===== src/rtl/ccu_pkg.sv =====
package ccu_pkg;

    localparam int CNT_W = 16;

    typedef enum logic [2:0] {
        OM_BIT     = 3'd0,
        OM_SET     = 3'd1,
        OM_TOG_CLR = 3'd2,
        OM_SET_CLR = 3'd3,
        OM_TOG     = 3'd4,
        OM_CLR     = 3'd5,
        OM_TOG_SET = 3'd6,
        OM_CLR_SET = 3'd7
    } out_mode_e;

    typedef enum logic [1:0] {
        EDGE_NONE = 2'd0,
        EDGE_RISE = 2'd1,
        EDGE_FALL = 2'd2,
        EDGE_BOTH = 2'd3
    } edge_sel_e;

    typedef enum logic [1:0] {
        SRC_A    = 2'd0,
        SRC_B    = 2'd1,
        SRC_LOW  = 2'd2,
        SRC_HIGH = 2'd3
    } src_sel_e;

    // Next output level for one clock edge; own match beats period hit.
    function automatic logic next_out(input out_mode_e mode, input logic cur,
                                      input logic own, input logic per);
        logic nxt;
        nxt = cur;
        unique case (mode)
            OM_BIT:     nxt = cur;
            OM_SET:     if (own) nxt = 1'b1;
            OM_TOG:     if (own) nxt = ~cur;
            OM_CLR:     if (own) nxt = 1'b0;
            OM_TOG_CLR: if (own) nxt = ~cur; else if (per) nxt = 1'b0;
            OM_SET_CLR: if (own) nxt = 1'b1; else if (per) nxt = 1'b0;
            OM_TOG_SET: if (own) nxt = ~cur; else if (per) nxt = 1'b1;
            OM_CLR_SET: if (own) nxt = 1'b0; else if (per) nxt = 1'b1;
            default:    nxt = cur;
        endcase
        return nxt;
    endfunction

endpackage


===== src/rtl/ccu_insel.sv =====
module ccu_insel
    import ccu_pkg::*;
(
    input  logic      clk,
    input  logic      rst,
    input  logic      src_a_i,
    input  logic      src_b_i,
    input  src_sel_e  src_sel_i,
    input  edge_sel_e edge_sel_i,
    input  logic      sync_cap_i,
    output logic      sel_o,
    output logic      edge_o
);
    logic stg1_q, stg2_q;
    logic cur, prv, rise, fall;

    always_comb begin
        unique case (src_sel_i)
            SRC_A:    sel_o = src_a_i;
            SRC_B:    sel_o = src_b_i;
            SRC_LOW:  sel_o = 1'b0;
            SRC_HIGH: sel_o = 1'b1;
            default:  sel_o = 1'b0;
        endcase
    end

    always_ff @(posedge clk) begin
        if (rst) begin
            stg1_q <= 1'b0;
            stg2_q <= 1'b0;
        end else begin
            stg1_q <= sel_o;
            stg2_q <= stg1_q;
        end
    end

    // Synchronous capture looks one stage further down the pipe.
    assign cur  = sync_cap_i ? stg1_q : sel_o;
    assign prv  = sync_cap_i ? stg2_q : stg1_q;
    assign rise = cur & ~prv;
    assign fall = ~cur & prv;

    always_comb begin
        unique case (edge_sel_i)
            EDGE_NONE: edge_o = 1'b0;
            EDGE_RISE: edge_o = rise;
            EDGE_FALL: edge_o = fall;
            EDGE_BOTH: edge_o = rise | fall;
            default:   edge_o = 1'b0;
        endcase
    end
endmodule


===== src/rtl/ccu_capcmp.sv =====
module ccu_capcmp #(
    parameter int W = 16
) (
    input  logic         clk,
    input  logic         rst,
    input  logic [W-1:0] cnt_i,
    input  logic         cap_mode_i,
    input  logic         cap_edge_i,
    input  logic         sel_i,
    input  logic         ccr_wr_i,
    input  logic [W-1:0] ccr_wdata_i,
    input  logic         flag_clr_i,
    input  logic         ovf_clr_i,
    output logic [W-1:0] ccr_o,
    output logic         match_o,
    output logic         flag_o,
    output logic         ovf_o,
    output logic         sync_in_o
);
    logic eq, eq_q, cap_ev;

    assign eq      = (cnt_i == ccr_o);
    assign match_o = eq & ~eq_q & ~cap_mode_i;
    assign cap_ev  = cap_mode_i & cap_edge_i;

    always_ff @(posedge clk) begin
        if (rst) begin
            ccr_o     <= '0;
            eq_q      <= 1'b0;
            flag_o    <= 1'b0;
            ovf_o     <= 1'b0;
            sync_in_o <= 1'b0;
        end else begin
            eq_q <= eq;
            if (cap_ev)        ccr_o <= cnt_i;
            else if (ccr_wr_i) ccr_o <= ccr_wdata_i;

            if (cap_ev || match_o) flag_o <= 1'b1;
            else if (flag_clr_i)   flag_o <= 1'b0;

            if (cap_ev && flag_o)  ovf_o <= 1'b1;
            else if (ovf_clr_i)    ovf_o <= 1'b0;

            if (match_o) sync_in_o <= sel_i;
        end
    end
endmodule


===== src/rtl/ccu_outunit.sv =====
module ccu_outunit
    import ccu_pkg::*;
(
    input  logic      clk,
    input  logic      rst,
    input  out_mode_e mode_i,
    input  logic      out_bit_i,
    input  logic      match_i,
    input  logic      period_i,
    output logic      out_o
);
    logic out_q;

    always_ff @(posedge clk) begin
        if (rst)
            out_q <= 1'b0;
        else if (mode_i == OM_BIT)
            out_q <= out_bit_i;
        else
            out_q <= next_out(mode_i, out_q, match_i, period_i);
    end

    assign out_o = (mode_i == OM_BIT) ? out_bit_i : out_q;
endmodule


===== src/rtl/ccu_channel.sv =====
module ccu_channel
    import ccu_pkg::*;
#(
    parameter int W = CNT_W
) (
    input  logic         clk,
    input  logic         rst,
    input  logic [W-1:0] cnt_i,
    input  logic         period_hit_i,
    input  logic         src_a_i,
    input  logic         src_b_i,
    input  logic [1:0]   src_sel_i,
    input  logic [1:0]   edge_sel_i,
    input  logic         sync_cap_i,
    input  logic         cap_mode_i,
    input  logic [2:0]   out_mode_i,
    input  logic         out_bit_i,
    input  logic         irq_en_i,
    input  logic         ccr_wr_i,
    input  logic [W-1:0] ccr_wdata_i,
    input  logic         flag_clr_i,
    input  logic         ovf_clr_i,
    output logic [W-1:0] ccr_o,
    output logic         out_o,
    output logic         flag_o,
    output logic         ovf_o,
    output logic         irq_o,
    output logic         raw_in_o,
    output logic         sync_in_o
);
    logic sel, cap_edge, match;

    ccu_insel u_insel (
        .clk        (clk),
        .rst        (rst),
        .src_a_i    (src_a_i),
        .src_b_i    (src_b_i),
        .src_sel_i  (src_sel_e'(src_sel_i)),
        .edge_sel_i (edge_sel_e'(edge_sel_i)),
        .sync_cap_i (sync_cap_i),
        .sel_o      (sel),
        .edge_o     (cap_edge)
    );

    ccu_capcmp #(.W(W)) u_capcmp (
        .clk         (clk),
        .rst         (rst),
        .cnt_i       (cnt_i),
        .cap_mode_i  (cap_mode_i),
        .cap_edge_i  (cap_edge),
        .sel_i       (sel),
        .ccr_wr_i    (ccr_wr_i),
        .ccr_wdata_i (ccr_wdata_i),
        .flag_clr_i  (flag_clr_i),
        .ovf_clr_i   (ovf_clr_i),
        .ccr_o       (ccr_o),
        .match_o     (match),
        .flag_o      (flag_o),
        .ovf_o       (ovf_o),
        .sync_in_o   (sync_in_o)
    );

    ccu_outunit u_out (
        .clk       (clk),
        .rst       (rst),
        .mode_i    (out_mode_e'(out_mode_i)),
        .out_bit_i (out_bit_i),
        .match_i   (match),
        .period_i  (period_hit_i),
        .out_o     (out_o)
    );

    assign raw_in_o = sel;
    assign irq_o    = flag_o & irq_en_i;
endmodule


===== config.mk =====
export PLATFORM = sky130hd
export DESIGN_NAME = ccu_channel
export DESIGN_NICKNAME = d
export VERILOG_FILES = /design/src/rtl/ccu_pkg.sv /design/src/rtl/ccu_insel.sv /design/src/rtl/ccu_capcmp.sv /design/src/rtl/ccu_outunit.sv /design/src/rtl/ccu_channel.sv
export SDC_FILE = /design/constraint.sdc
export NUM_CORES = 1
export LEC_CHECK = 0
export BUFFER_PORTS_ARGS = -buffer_cell sky130_fd_sc_hd__buf_2
export CAP_MARGIN = 20
export CORE_MARGIN = 2
export CORE_UTILIZATION = 43
export CTS_CLUSTER_DIAMETER = 60
export DETAILED_ROUTE_END_ITERATION = 8
export PLACE_DENSITY = 0.79
export SLEW_MARGIN = 15
export SYNTH_ARGS = -nofsm -noshare
export SYNTH_HDL_FRONTEND = slang
export SYNTH_SLANG_ARGS = --single-unit

===== constraint.sdc =====
create_clock -name clk -period 2.2 [get_ports clk]
set_input_delay 0.22 -clock clk [delete_from_list [all_inputs] [get_ports clk]]
set_output_delay 0.22 -clock clk [all_outputs]
set_load 0.1 [all_outputs]

==> metrics.cfg <==
[outcome]
status = complete, no violations

[synthesis]
yosys.area.top_type_share_pct = 36.0
syn_area_sq_um = 1280
synth_top_area_cell = dfxtp_1
synth_sequential_area_ratio_pct = 36.0
synthTopCellsByArea = dfxtp_1 (36%), mux2i_1 (13%), xor2_1 (11%)
syn_area_per_cell_sq_um = 9.01
yosysWarnings = 0
syn-num-nets = 195
postSynthCellCount = 142
ys_seq_elements = 23
ys_types = 30

[cts]
cts-root-buf = clkbuf_4
ctsHtreeMaxLevel = 1
cts_buffers = 3
cts_tree = built
cts.repair.resized = 0
clk_latency_ns = 0.31
cts_sinks = 23
clockBufferDepth = 2
post_cts_buffers = 0
cts_hold_buf = 0
clk_pin_slew_ns = 0.14

[timing]
relSlewSlack_pct = 67.4
fin_crit_ns = 1.97
finalSetupTns_ns = 0
max_freq_mhz = 507
setup_viol = 0
min_period_over_period_pct = 89.7
slew_violations = 0
hold_viol = 0
rsz0062_at_grt = false
clock-skew-final_ns = 0.00977
tightest_slew_ns = 0.492

[layout]
post_route_cells_drive_above_1_share_pct = 44.6
multi_input_area_sq_um = 768
diodes = 0
register_area_sq_um = 475
synthToLayoutAreaGrowth_pct = 34.5
layout.nets = 267
fill_cells = 270
instances_no_fill = 244

[critical_path]
cp-start-kind = flip-flop
path_cells = mux2_2, ha_1, nand2b_1, a21boi_0, o21ai_2, buf_12, a211oi_1
crit_type = reg -> reg
worstPathArrival_ns = 2.18
path_delay_family = compound AO/OA/AOI/OAI gates
endpoint_kind = flip-flop
cp.required_ns = 2.41
cpMaxStageDelayCell = dfxtp_1
crit_buf_inv = 1
slowest_delay_ns = 0.34
crit_fanout = 22

[detailed_routing]
wl_per_cell_microns = 11.9
dr_total_vias = 1222
drt_iter0_drc = 49
drc = 0
viasPerCell = 5.01
firstDrtPassIters = 5
ant_nets = 0
drt-total-wl_microns = 2890

[global_route]
grt_pass1_wl_microns = 4650
overflow = 0
grt_pass1_vias = 1154
grt_usage_pct = 17.2
antenna_found_initial = 0
grt_max_degree = 25

[placement]
dpl.cell_count = 240
post-dp-hpwl_microns = 2340
routabilityCongestion = 0.704
port-buffer-count = 72

[floorplan]
die_h_microns = 58.5
io_pins = 73
die_w_microns = 58.5
core_area_sq_um = 2780
die_area_sq_um = 3430
start_util_pct = 46.0
row_count = 19

[min_path]
hold_class = in -> reg

[power_and_ir_drop]
p_leak_nw = 0.896
vdd_drop_max_v = 0.000413
p_per_area_nw_per_um2 = 650

[run]
maxCapViolations = 0

==> cells by family (layout without fill, tap and decap cells) <==
kind of cell / Yosys count / count (layout) / synth area share, %
flops: 23 / 23 / 36.0
mux: 19 / 19 / 15.8
buf+inv: 13 / 84 / 4.21
compound gates: 31 / 31 / 16.7
simple gates: 38 / 38 / 14.4
fa+ha+maj: 2 / 2 / 1.96
xor+xnor: 16 / 16 / 11.0
==> per-layer routing <==
layer | track usage (%) | wire, microns
met5 | 0 | 0
met1 | 21.6 | 1280
met4 | 3.99 | 12
met2 | 30.5 | 1350
met3 | 2.86 | 252
==> report_power, final <==
group | internal (mW) | switching, mW
logic | 0.121 | 0.325
clock network | 0.0677 | 0.128
registers | 0.452 | 0.0257
==> synth_stat cells (all sizes together) <==
library cell  count
a21boi            1
o211ai            1
o31a              1
a211oi           17
buf               4
nand2             4
o21a              1
and2              1
nor2             19
xor2             16
a31oi             1
ha                2
o22ai             1
or3               2
clkbuf            3
a21o              1
mux2              3
nand4             1
a21oi             3
nor3              1
nor2b             2
o21ai             4
dfxtp            23
nor4              4
inv               6
mux2i            16
nand2b            4
==> flip-flops by register name (all words and copies together), names as in the netlist <==
name and count:
u_capcmp.ccr_o 16, u_capcmp.eq_q 1, u_capcmp.flag_o 1, u_capcmp.ovf_o 1, u_capcmp.sync_in_o 1, u_insel.stg1_q 1
u_insel.stg2_q 1, u_out.out_q 1
==> final cells by class <==
cell class	instances	share of cell area, %
Clock buffer	3	1.31
Clock inverter	1	0.291
Inverter	6	1.31
Multi-Input combinational cell	106	44.7
Sequential cell	23	27.6
Tap cell	31	2.25
Timing Repair Buffer	74	22.5
==> final timing paths <==
kind / startpoint / end / slack (ns) / cells after the start
hold reg to reg: u_capcmp.ovf_o / u_capcmp.ovf_o / 0.48 / 2
setup reg to reg: u_insel.stg1_q / u_capcmp.ccr_o[6] / 0.23 / 7
setup / recovery: u_insel.stg1_q / u_capcmp.ccr_o[6] / 0.23 / 7
hold / removal: ovf_clr_i / u_capcmp.ovf_o / 0.16 / 3
==> worst reg2reg max path, stage by stage (launching register included) <==
cell and delay (ns):
dfxtp_1 0.34, mux2_2 0.28, ha_1 0.26, nand2b_1 0.13, a21boi_0 0.32, o21ai_2 0.15, buf_12 0.17, a211oi_1 0.23
==> cell usage in the layout, fill, tap and decap left out, types with 2 or more instances in the layout <==
master	count
a211oi_1	17
a21oi_1	3
buf_2	72
clkbuf_4	3
dfxtp_1	11
dfxtp_2	12
ha_1	2
inv_1	6
mux2_4	2
mux2i_1	16
nand2_1	4
nand2b_1	4
nor2_1	19
nor2b_1	2
nor4_1	4
o21ai_0	2
xor2_1	16
==> metrics by stage <==
stage / cell area (sq um) / util (%) / setup WS (ns) / hold slack, ns / total power, mW
final: 1720 / 61.9 / 0.227 / 0.161 / 1.12
after global routing: 1720 / 61.9 / 0.142 / 0.173 / 1.17
after CTS: 1720 / 61.9 / 0.216 / 0.155 / 1.13
after detailed placement: 1690 / 60.9 / 0.000581 / 0.460 / 0.935
after global placement: 1690 / 60.9 / 0.101 / 0.463 / 0.931
after floorplan: 1290 / - / 0.0174 / 0.303 / 0.824
(Power assumes the default switching activity.)
